--- src/rtl/intrst_pkg.sv ---
package intrst_pkg;

    localparam int NUM_SRC = 4;

    typedef enum logic [1:0] {
        ST_IDLE      = 2'd0,
        ST_DS_RETURN = 2'd1,
        ST_DS_WAIT   = 2'd2,
        ST_HOLD      = 2'd3
    } seq_state_e;

    // index doubles as priority (lower wins) and as cause bit position
    typedef enum logic [1:0] {
        SRC_DSTBY = 2'd0,
        SRC_IWDT  = 2'd1,
        SRC_MWDT  = 2'd2,
        SRC_SOFT  = 2'd3
    } rst_src_e;

endpackage

--- src/rtl/intrst_src_merge.sv ---
module intrst_src_merge
    import intrst_pkg::*;
#(
    parameter int          KEY_W  = 16,
    parameter logic [KEY_W-1:0] SW_KEY = 16'hA501
) (
    input  logic             dsw_wake,
    input  logic             iw_underflow,
    input  logic             iw_badref,
    input  logic             iw_rst_en,
    input  logic             mw_underflow,
    input  logic             mw_badref,
    input  logic             mw_rst_en,
    input  logic             key_wr,
    input  logic [KEY_W-1:0] key_data,
    output logic             ev_valid,
    output rst_src_e         ev_src
);

    logic [NUM_SRC-1:0] req;

    always_comb begin
        req                = '0;
        req[int'(SRC_DSTBY)] = dsw_wake;
        req[int'(SRC_IWDT)]  = iw_rst_en & (iw_underflow | iw_badref);
        req[int'(SRC_MWDT)]  = mw_rst_en & (mw_underflow | mw_badref);
        req[int'(SRC_SOFT)]  = key_wr && (key_data == SW_KEY);
    end

    // scan downward so the lowest active index is the last one written
    always_comb begin
        ev_src = SRC_SOFT;
        for (int i = NUM_SRC - 1; i >= 0; i--) begin
            if (req[i]) ev_src = rst_src_e'(i);
        end
    end

    assign ev_valid = |req;

endmodule

--- src/rtl/intrst_timer.sv ---
module intrst_timer #(
    parameter int CW = 8
) (
    input  logic          clk,
    input  logic          por_n,
    input  logic          load,
    input  logic [CW-1:0] load_val,
    output logic          done
);

    logic [CW-1:0] cnt_q;

    always_ff @(posedge clk or negedge por_n) begin
        if (!por_n)            cnt_q <= '0;
        else if (load)         cnt_q <= load_val;
        else if (cnt_q != '0)  cnt_q <= cnt_q - 1'b1;
    end

    assign done = (cnt_q == '0);

endmodule

--- src/rtl/intrst_sequencer.sv ---
module intrst_sequencer
    import intrst_pkg::*;
#(
    parameter int T_DSBY   = 32,
    parameter int T_DSBYWT = 64,
    parameter int T_RESW2  = 16,
    parameter int KEY_W    = 16,
    parameter logic [KEY_W-1:0] SW_KEY = 16'hA501
) (
    input  logic               clk,
    input  logic               por_n,
    input  logic               dsw_wake,
    input  logic               iw_underflow,
    input  logic               iw_badref,
    input  logic               iw_rst_en,
    input  logic               mw_underflow,
    input  logic               mw_badref,
    input  logic               mw_rst_en,
    input  logic               reg_we,
    input  logic               reg_sel,
    input  logic [KEY_W-1:0]   reg_wdata,
    output logic               rst_hold,
    output logic               stby_exit,
    output logic [NUM_SRC-1:0] cause
);

    localparam int T_MAX_A = (T_DSBY > T_DSBYWT) ? T_DSBY : T_DSBYWT;
    localparam int T_MAX   = (T_MAX_A > T_RESW2) ? T_MAX_A : T_RESW2;
    localparam int CW      = $clog2(T_MAX) + 1;
    localparam logic [CW-1:0] LD_RETURN = CW'(T_DSBY - 1);
    localparam logic [CW-1:0] LD_WAIT   = CW'(T_DSBYWT - 1);
    localparam logic [CW-1:0] LD_HOLD   = CW'(T_RESW2 - 1);

    seq_state_e         state_q, state_d;
    logic               ev_valid;
    rst_src_e           ev_src;
    logic               tmr_load, tmr_done;
    logic [CW-1:0]      tmr_val;
    logic               exit_q;
    logic [NUM_SRC-1:0] cause_q;

    intrst_src_merge #(
        .KEY_W  (KEY_W),
        .SW_KEY (SW_KEY)
    ) u_merge (
        .dsw_wake     (dsw_wake),
        .iw_underflow (iw_underflow),
        .iw_badref    (iw_badref),
        .iw_rst_en    (iw_rst_en),
        .mw_underflow (mw_underflow),
        .mw_badref    (mw_badref),
        .mw_rst_en    (mw_rst_en),
        .key_wr       (reg_we && !reg_sel),
        .key_data     (reg_wdata),
        .ev_valid     (ev_valid),
        .ev_src       (ev_src)
    );

    intrst_timer #(.CW(CW)) u_timer (
        .clk      (clk),
        .por_n    (por_n),
        .load     (tmr_load),
        .load_val (tmr_val),
        .done     (tmr_done)
    );

    // next-state and counter load
    always_comb begin
        state_d  = state_q;
        tmr_load = 1'b0;
        tmr_val  = '0;
        if (ev_valid) begin
            tmr_load = 1'b1;
            if (ev_src == SRC_DSTBY) begin
                state_d = ST_DS_RETURN;
                tmr_val = LD_RETURN;
            end else begin
                state_d = ST_HOLD;
                tmr_val = LD_HOLD;
            end
        end else begin
            unique case (state_q)
                ST_IDLE: ;
                ST_DS_RETURN: if (tmr_done) begin
                    state_d  = ST_DS_WAIT;
                    tmr_load = 1'b1;
                    tmr_val  = LD_WAIT;
                end
                ST_DS_WAIT: if (tmr_done) state_d = ST_IDLE;
                ST_HOLD:    if (tmr_done) state_d = ST_IDLE;
            endcase
        end
    end

    // state register with exit strobe and cause record
    always_ff @(posedge clk or negedge por_n) begin
        if (!por_n) begin
            state_q <= ST_IDLE;
            exit_q  <= 1'b0;
            cause_q <= '0;
        end else begin
            state_q <= state_d;
            exit_q  <= (state_q == ST_DS_RETURN) && tmr_done && !ev_valid;
            if (ev_valid)
                cause_q <= NUM_SRC'(1) << ev_src;
            else if (reg_we && reg_sel)
                cause_q <= cause_q & ~reg_wdata[NUM_SRC-1:0];
        end
    end

    // outputs
    always_comb begin
        rst_hold  = !por_n || (state_q != ST_IDLE);
        stby_exit = exit_q;
        cause     = cause_q;
    end

    // any accepted event holds the reset on the next cycle
    a_r2_event_holds: assert property (@(posedge clk) disable iff (!por_n)
        ev_valid |=> rst_hold);

    // exit strobe only appears in the post-exit wait, lasting one cycle
    a_r3_exit_in_wait: assert property (@(posedge clk) disable iff (!por_n)
        stby_exit |-> (state_q == ST_DS_WAIT) && rst_hold);
    a_r3_exit_single: assert property (@(posedge clk) disable iff (!por_n)
        stby_exit |=> !stby_exit);

    // idle with no event stays released
    a_r1_idle_stays: assert property (@(posedge clk) disable iff (!por_n)
        (state_q == ST_IDLE && !ev_valid) |=> !rst_hold);

    // cause is one-hot or empty
    a_r9_cause_onehot: assert property (@(posedge clk) disable iff (!por_n)
        $onehot0(cause));

    // cleared bits are gone after a clear write without an event
    a_r10_clear_bits: assert property (@(posedge clk) disable iff (!por_n)
        (reg_we && reg_sel && !ev_valid) |=>
            ((cause & $past(reg_wdata[NUM_SRC-1:0])) == '0));

endmodule

--- config.mk ---
export PLATFORM = sky130hd
export DESIGN_NAME = intrst_sequencer
export DESIGN_NICKNAME = d
export VERILOG_FILES = /design/src/rtl/intrst_pkg.sv /design/src/rtl/intrst_src_merge.sv /design/src/rtl/intrst_timer.sv /design/src/rtl/intrst_sequencer.sv
export SDC_FILE = /design/constraint.sdc
export NUM_CORES = 1
export LEC_CHECK = 0
export ABC_AREA = 1
export BUFFER_PORTS_ARGS = -buffer_cell sky130_fd_sc_hd__buf_2
export CORE_MARGIN = 4
export CORE_UTILIZATION = 50
export CTS_CLUSTER_SIZE = 14
export DETAILED_ROUTE_END_ITERATION = 16
export MAX_ROUTING_LAYER = met4
export PLACE_DENSITY = 0.81
export SLEW_MARGIN = 20
export SYNTH_ARGS = -nofsm -noshare
export SYNTH_HDL_FRONTEND = slang
export SYNTH_SLANG_ARGS = --single-unit
export TNS_END_PERCENT = 50
--- constraint.sdc ---
create_clock -name clk -period 3.2 [get_ports clk]
set_input_delay 0.16 -clock clk [delete_from_list [all_inputs] [get_ports clk]]
set_output_delay 0.16 -clock clk [all_outputs]
set_load 0.1 [all_outputs]
==> metrics.md, run 1 <==
| Metric | Value |
|---|---|
| TNS Setup | `0 ns` |
| Worst setup SP type | `primary input` |
| Dpl hpwl | `1697 um` |
| Part of the Yosys area used for sequential elements | `39.27%` |
| Final number of setup-violating endpoints | `0` |
| Die footprint | `0.002524 mm2` |
| Busiest layer in global routing | `met2` |
| Final min period | `1.628 ns` |
| Pint | `252.4 uW` |
| Row count | `15` |
| R2R Setup Slk | `1.73 ns` |
| Vias per std cell | `4.950` |
| Critical-path top delay cell | `dlygate4sd3_1` |
| Most used cell, CP | `buf_2` |
| Starting Density | `52.23%` |
| Drt drc | `0` |
| Met3 Use GR | `4.154%` |
| Routability congestion estimate | `0.8087` |
| Vias | `891` |
| FILL cells | `148` |
| Max Clk Rate | `614.2 MHz` |
| Routed Antenna Nets | `0` |
| VDD IR max | `0.2773 mV` |
| Worst Path Max Fanout | `15` |
| Clock Latency Late Sink | `0.27 ns` |
| Chip height | `50.24 um` |
| Final Instance Area | `0.001116 mm2` |
| Largest cells by area after synthesis | `dfrtp_1, nand2_1, nor2_1` |
| GR Util met1 | `20.15%` |
| Final hold vios | `0` |
| Global-route wire length before repair | `3670 um` |
| Setup CP Type | `primary input to output port` |
| Layout Skew | `0.0009855 ns` |
| CTS tree | `built` |
| Global route total overflow | `0` |
| Buffers on Ports | `32` |
| Syn Std Cell Area | `892.1 um2` |
| Pre-CTS setup slack | `1.742 ns` |
| Routed WL per cell | `11.71 um` |
| Status | `complete, no violations` |
| # clock sinks | `14` |
| Multiplexer share of the synthesized area | `0%` |
| Top Ports | `33` |
| Final worst-path cycle share | `50.88%` |
| Share of cells above drive strength 1 | `30.97%` |
| Detailed Route WL | `2107 um` |
| Area after DPL | `0.001084 mm2` |
| CP cell instances | `dlygate4sd3_1, buf_2, nand2_1, buf_2` |
| GRT Total Usage | `20.00%` |
| Core region area | `0.001708 mm2` |
| Setup ws final | `1.572 ns` |
| Drt pass-1 iters | `5` |
| Net load switching power | `110.3 uW` |
| Combinational fraction of design power | `21.6%` |
| Switch share | `30.41%` |
| Syn Nets | `148` |
| Yosys top cell area share | `39.27%` |
| Inserted Clock Buffers | `3` |
| Worst-Margin Slew | `0.5003 ns` |
| Die X | `50.24 um` |
| Rel. slew slack | `66.87%` |
| Clk root buf | `clkbuf_4` |
| Worst Path Required | `3.04 ns` |
| Count of pins over their slew limit | `0` |
| Post-synth top area cell | `dfrtp_1` |
| Post-CTS Setup Inserts | `0` |
| CTS H-tree lvls | `1` |
| XOR/XNOR Fraction of Synth Area | `2.945%` |
| Final Util | `65.35%` |
| Library cells used by synthesis | `24` |
| Synth Area in Simple Gates | `38.01%` |
| Area Overhead vs Synth | `25.11%` |
| CP endpoint kind | `output port` |
| Main combinational cell family by area after synthesis | `simple AND/OR/NAND/NOR gates` |
| Arrival time at the worst endpoint | `1.47 ns` |
| Pwr/cell area | `325.0 mW/mm2` |
| Vias in the first global route | `875` |
| Initial antenna violation count | `0` |
| N_diodes | `0` |
| Clock Pin Slew Worst Setup and Hold Paths | `0.08 ns` |
| #FFs+latches synth | `14` |
| PostCTS Resize Cnt | `0` |
| Post-synthesis adder-cell area fraction | `2.805%` |
| Synthesized instance count | `119` |
| Initial drt markers | `10` |
| Synthesized area per cell | `7.497 um2` |
| Hold Crit Class | `primary input to flip-flop` |
| CTS Buffer Depth | `2` |
| Reg power frac | `51.4%` |
| Max Cap Viol | `0` |
| Largest net degree at the start of global routing | `16` |
| Clock share of power | `26.9%` |
| Nets | `186` |
| Synth Area in Compound Gates | `9.116%` |
| Yosys warnings | `0` |
| Crit path largest cell delay | `0.54 ns` |
| M2 GR Usage | `36.96%` |
| Leakage | `0.0005912 uW` |
| RSZ-0062 raised after global routing | `false` |
-- metal layers --
layer,part of all wire [%],up-vias
met4,1.1,0
met1,40,405
met5,0,-
met2,55,27
li1,-,453
met3,4.3,6
-- final timing paths --
path / from / to / cells after the start
max in group asynchronous: por_n / stby_exit / 2
worst min-delay path: dsw_wake / cause[1] / 2
worst max-delay path: por_n / rst_hold / 4
worst max register to register: u_timer.cnt_q[0] / u_timer.cnt_q[3] / 8
min in group asynchronous: por_n / u_timer.cnt_q[2] / 2
worst min register to register: cause[1] / cause[1] / 2
-- state kept, by name, summed over array words and instances, names as in the netlist --
| name | count |
|---|---|
| u_timer.cnt_q | 7 |
| cause | 4 |
| state_q | 2 |
| stby_exit | 1 |
-- critical path, delay by kind of cell --
kind	cells	cell delay (ns)
buf+inv	3	1.20
simple gates	1	0.10
-- area by class of cell --
cell class	instances	area, um2	share of cell area, %
timing repair buffer	33	170.2	15.25
sequential	14	350.3	31.39
clock buffer	3	22.52	2.018
tap	25	31.28	2.803
inverter	18	70.07	6.278
multi-input combinational	87	471.7	42.26
-- power by group through the flow --
stage	sequential [uW]	combinational [uW]	clock, uW
2_1_floorplan	207	29.0	0
3_3_place_gp	190	74.7	0
3_5_place_dp	190	77.6	0
4_1_cts	186	79.1	99.8
5_1_grt	187	86.8	110
6_report	186	78.5	97.7
-- logic make-up after synthesis --
kind of cell,count (synthesis)
and+or+nand+nor,68
buffers and inverters,18
AOI/OAI and AO/OA,14
DFF,14
xor gates and xnor gates,3
adders and majority gates,2
-- metrics by stage --
step	std cells	total power (uW)	hold slack (ns)
after floorplan	119	236.1	-0.1356
after global placement	176	264.3	0.06872
after detailed placement	176	267.3	0.07453
after CTS	180	365.3	0.08448
after global routing	180	384.4	0.07773
final	180	362.7	0.09241
-- what timing repair did --
action / in CTS / in global routing
hold endpoints to repair: 14 / 0
setup endpoints to repair: 0 / 0
hold buffers: 1 / 0
-- synthesized netlist by cell type, drive strengths merged --
cell type,instances
o21ai,7
nand3,10
a21oi,4
xor2,2
inv,18
xnor2,1
or2,1
ha,2
o21a,1
nor3,1
o2111ai,1
o22ai,1
nand2,31
nand4,4
dfrtp,14
nor2,21
-- cell usage in the layout, fill, tap and decap left out, drive strengths merged --
cell type     n
dfrtp        14
nand4         4
nand3        10
buf          32
xnor2         1
clkbuf        3
nor3          1
nand2        31
nor2         21
o2111ai       1
a21oi         4
o21ai         7
xor2          2
ha            2
o21a          1
o22ai         1
dlygate4sd3   1
inv          18
or2           1
(Power assumes the default switching activity.)
==> run 2: changes to the inputs <==
--- a/config.mk
+++ b/config.mk
@@ -8,11 +8,11 @@
 export ABC_AREA = 1
 export BUFFER_PORTS_ARGS = -buffer_cell sky130_fd_sc_hd__buf_2
 export CORE_MARGIN = 4
-export CORE_UTILIZATION = 50
+export CORE_UTILIZATION = 43
 export CTS_CLUSTER_SIZE = 14
 export DETAILED_ROUTE_END_ITERATION = 16
 export MAX_ROUTING_LAYER = met4
-export PLACE_DENSITY = 0.81
+export PLACE_DENSITY = 0.74
 export SLEW_MARGIN = 20
 export SYNTH_ARGS = -nofsm -noshare
 export SYNTH_HDL_FRONTEND = slang
==> constraint.sdc (replaced) <==
create_clock -name clk -period 1.3 [get_ports clk]
set_input_delay 0.065 -clock clk [delete_from_list [all_inputs] [get_ports clk]]
set_output_delay 0.065 -clock clk [all_outputs]
set_load 0.1 [all_outputs]
==> run 2 against run 1 <==
Against the previous run:
- the run now ends with negative setup slack left
- combinational power rose to 2.7 times the previous value
- cell count rose by 6.7%
- setup slack got worse by 1.6 ns
- routed wire length rose by 5.3%
- clock power rose to 3.1 times the previous value
- register-to-register slack got worse by 1.7 ns
- flip-flop and latch count did not move
- cell area rose by 13%
- critical path depth rose by 6
- non-clock buffer count rose by 9
- core utilization fell by 1.3 points
- critical path type is now flip-flop to flip-flop
- largest power group unchanged
==> metrics.md, run 2 (same netlist as run 1, synthesis figures left out) <==
| Metric | Value |
|---|---|
| Final hold slack | `0.05597 ns (was 0.09241 ns)` |
| Worst path bufs/invs | `3 (unchanged)` |
| Reg power frac | `46.9% (was 51.4%)` |
| Most frequent cells in the layout | `buf_2, nand2_1, nor2_1, inv_1, dfrtp_1 (unchanged)` |
| N_diodes | `0 (unchanged)` |
| Global-route wire length before repair | `3801 um (was 3670 um)` |
| Worst Path Max Fanout | `8 (was 15)` |
| Clock Latency Late Sink | `0.27 ns (about the same)` |
| Buffers on Ports | `32 (unchanged)` |
| Layout Skew | `0.002048 ns (was 0.0009855 ns)` |
| Pwr/cell area | `777.9 mW/mm2 (was 325.0 mW/mm2)` |
| Global route total overflow | `0 (unchanged)` |
| CP cell instances | `inv_2, ha_4, inv_2, nor2_4, nand3_4, inv_4, nand2_4, nand3_2, nand2_1, nand2_1 (was dlygate4sd3_1, buf_2, nand2_1, buf_2)` |
| Max Cap Viol | `0 (unchanged)` |
| Final min period | `1.314 ns` |
| Count of pins over their slew limit | `0 (unchanged)` |
| Setup ws final | `-0.01387 ns (was 1.572 ns)` |
| Status | `finished with violations (was complete, no violations)` |
| Crit path largest cell delay | `0.39 ns (was 0.54 ns)` |
| Share of cells above drive strength 1 | `42.42% (was 30.97%)` |
| WHS Endpoint | `cause[0] (was cause[1])` |
| TNS Setup | `-0.02971 ns (was 0 ns)` |
| Routed Antenna Nets | `0 (unchanged)` |
| Die footprint | `0.002868 mm2 (was 0.002524 mm2)` |
| CTS tree | `built (unchanged)` |
| Largest net degree at the start of global routing | `15 (was 16)` |
| Arrival time at the worst endpoint | `1.53 ns (was 1.47 ns)` |
| Net load switching power | `280.1 uW (was 110.3 uW)` |
| Chip height | `53.55 um (was 50.24 um)` |
| Drt pass-1 iters | `5 (unchanged)` |
| Row count | `16 (was 15)` |
| CTS Buffer Depth | `2 (unchanged)` |
| CP endpoint kind | `flip-flop (was output port)` |
| Area Overhead vs Synth | `40.81% (was 25.11%)` |
| # clock sinks | `14 (unchanged)` |
| Top Ports | `33 (unchanged)` |
| Final Instance Area | `0.001256 mm2 (was 0.001116 mm2)` |
| Vias | `916 (was 891)` |
| Leakage | `0.0006343 uW (was 0.0005912 uW)` |
| Reg2reg path depth | `10 (was 8)` |
| Final hold vios | `0 (unchanged)` |
| Max Clk Rate | `761.1 MHz` |
| Starting Density | `45.47% (was 52.23%)` |
| VDD IR max | `0.6213 mV (was 0.2773 mV)` |
| Detailed Route WL | `2219 um (was 2107 um)` |
| Sequential cell area | `351.6 um2 (was 350.3 um2)` |
| Vias in the first global route | `946 (was 875)` |
| R2R Setup Slk | `-0.01 ns (was 1.73 ns)` |
| Vias per std cell | `4.771 (was 4.950)` |
| Critical-path top delay cell | `dfrtp_1 (was dlygate4sd3_1)` |
| RSZ-0062 raised after global routing | `true (was false)` |
| Clock share of power | `31.3% (was 26.9%)` |
| FILL cells | `196 (was 148)` |
| R2r startpoint | `u_timer.cnt_q[1] (was u_timer.cnt_q[0])` |
| Pre-CTS setup slack | `-0.07437 ns (was 1.742 ns)` |
| Area after DPL | `0.001102 mm2 (was 0.001084 mm2)` |
| Most common cell after layout, fill and taps aside | `buf_2 (unchanged)` |
| Clock Pin Slew Worst Setup and Hold Paths | `0.08 ns (about the same)` |
| Final number of setup-violating endpoints | `4 (was 0)` |
| Initial antenna violation count | `0 (unchanged)` |
| Worst hold stages | `3 (was 2)` |
| Worst setup SP type | `flip-flop (was primary input)` |
| Routed WL per cell | `11.56 um (was 11.71 um)` |
| Worst-Margin Slew | `0.4948 ns (was 0.5003 ns)` |
| Total power | `977.2 uW (was 362.7 uW)` |
| Setup CP Type | `flip-flop to flip-flop (was primary input to output port)` |
| Nets | `195 (was 186)` |
| Reg with most FFs | `u_timer.cnt_q (unchanged)` |
| Initial drt markers | `10 (unchanged)` |
| Clk root buf | `clkbuf_4 (unchanged)` |
| CTS H-tree lvls | `1 (unchanged)` |
| Die X | `53.55 um (was 50.24 um)` |
| Switch share | `28.66% (was 30.41%)` |
| Failing checks | `negative setup slack` |
| Drt drc | `0 (unchanged)` |
| Min-delay src | `dsw_wake (unchanged)` |
| Largest register FFs | `7 (unchanged)` |
| Cell family contributing the most delay on the critical path | `simple AND/OR/NAND/NOR gates (was buffers and inverters)` |
| Pint | `697.1 uW (was 252.4 uW)` |
| Worst Path Required | `1.52 ns (was 3.04 ns)` |
| Hold Crit Class | `primary input to flip-flop (unchanged)` |
| Final worst-path cycle share | `101.1%` |
| Routability congestion estimate | `0.8179 (was 0.8087)` |
| Combinational fraction of design power | `21.8% (was 21.6%)` |
| Dpl hpwl | `1752 um (was 1697 um)` |
| Rel. slew slack | `67.24% (was 66.87%)` |
| Inserted Clock Buffers | `3 (unchanged)` |
| Multi-input gate area | `521.8 um2 (was 471.7 um2)` |
| Core region area | `0.001962 mm2 (was 0.001708 mm2)` |
| Reg2Reg Capture Point | `state_q[1] (was u_timer.cnt_q[3])` |
| GRT Total Usage | `18.57% (was 20.00%)` |
==> run 2: cell count changes in the layout (fill, tap and decap cells not counted), sizes merged <==
cell         delta
buf             +7
dlygate4sd3     +1
clkbuf          +2
==> run 2: worst register-to-register path, stage by stage, from the launching register on <==
cell and delay (ns):
dfrtp_1 0.39, inv_2 0.08, ha_4 0.13, inv_2 0.04
nor2_4 0.08, nand3_4 0.12, inv_4 0.11, nand2_4 0.09
nand3_2 0.09, nand2_1 0.06, nand2_1 0.06
==> run 2: worst max-delay path by stage <==
stage	from	to	depth (start not counted)
finish	u_timer.cnt_q[1]	state_q[1]	10
global route	u_timer.cnt_q[1]	u_timer.cnt_q[3]	8
CTS	u_timer.cnt_q[1]	state_q[1]	10
detailed placement	u_timer.cnt_q[1]	u_timer.cnt_q[3]	8
global placement	u_timer.cnt_q[1]	u_timer.cnt_q[3]	8
floorplan	cause[0]	cause[0]	2
==> run 2: power groups by stage <==
stage	Sequential (uW)	Combinational [uW]	Clock, uW
final	458	213	306
after global routing	461	235	338
after CTS	458	211	316
after detailed placement	466	196	0
after global placement	466	190	0
after floorplan	510	71.4	0
==> run 2: routing by layer <==
metal / track usage [%] / part of all wire [%] / up-vias
met5: - / 0 / -
li1: - / - / 470
met2: 33.67 / 54 / 17
met4: 6.383 / 0.72 / 0
met1: 20.59 / 41 / 427
met3: 2.770 / 3.5 / 2
==> run 2: layout make-up <==
type / count / share of cell area [%]
Timing Repair Buffer: 42 / 19.32
Tap cell: 27 / 2.689
Inverter: 18 / 5.578
Multi-Input combinational cell: 87 / 41.53
Clock buffer: 4 / 2.888
Sequential cell: 14 / 27.99
==> run 2: stage by stage <==
| stage | util [%] | std cells |
|---|---|---|
| final | 64.03 | 192 |
| after global routing | 64.03 | 192 |
| after CTS | 62.63 | 190 |
| after detailed placement | 56.19 | 180 |
| after global placement | 56.19 | 180 |
| after floorplan | - | 119 |
==> run 2: what timing repair did <==
item	in CTS	in global routing
setup endpoints to repair	9	10
pin swaps	4	4
hold buffers	2	0
buffers inserted	4	2
gates resized for setup	11	6
endpoints found under the hold margin	15	0
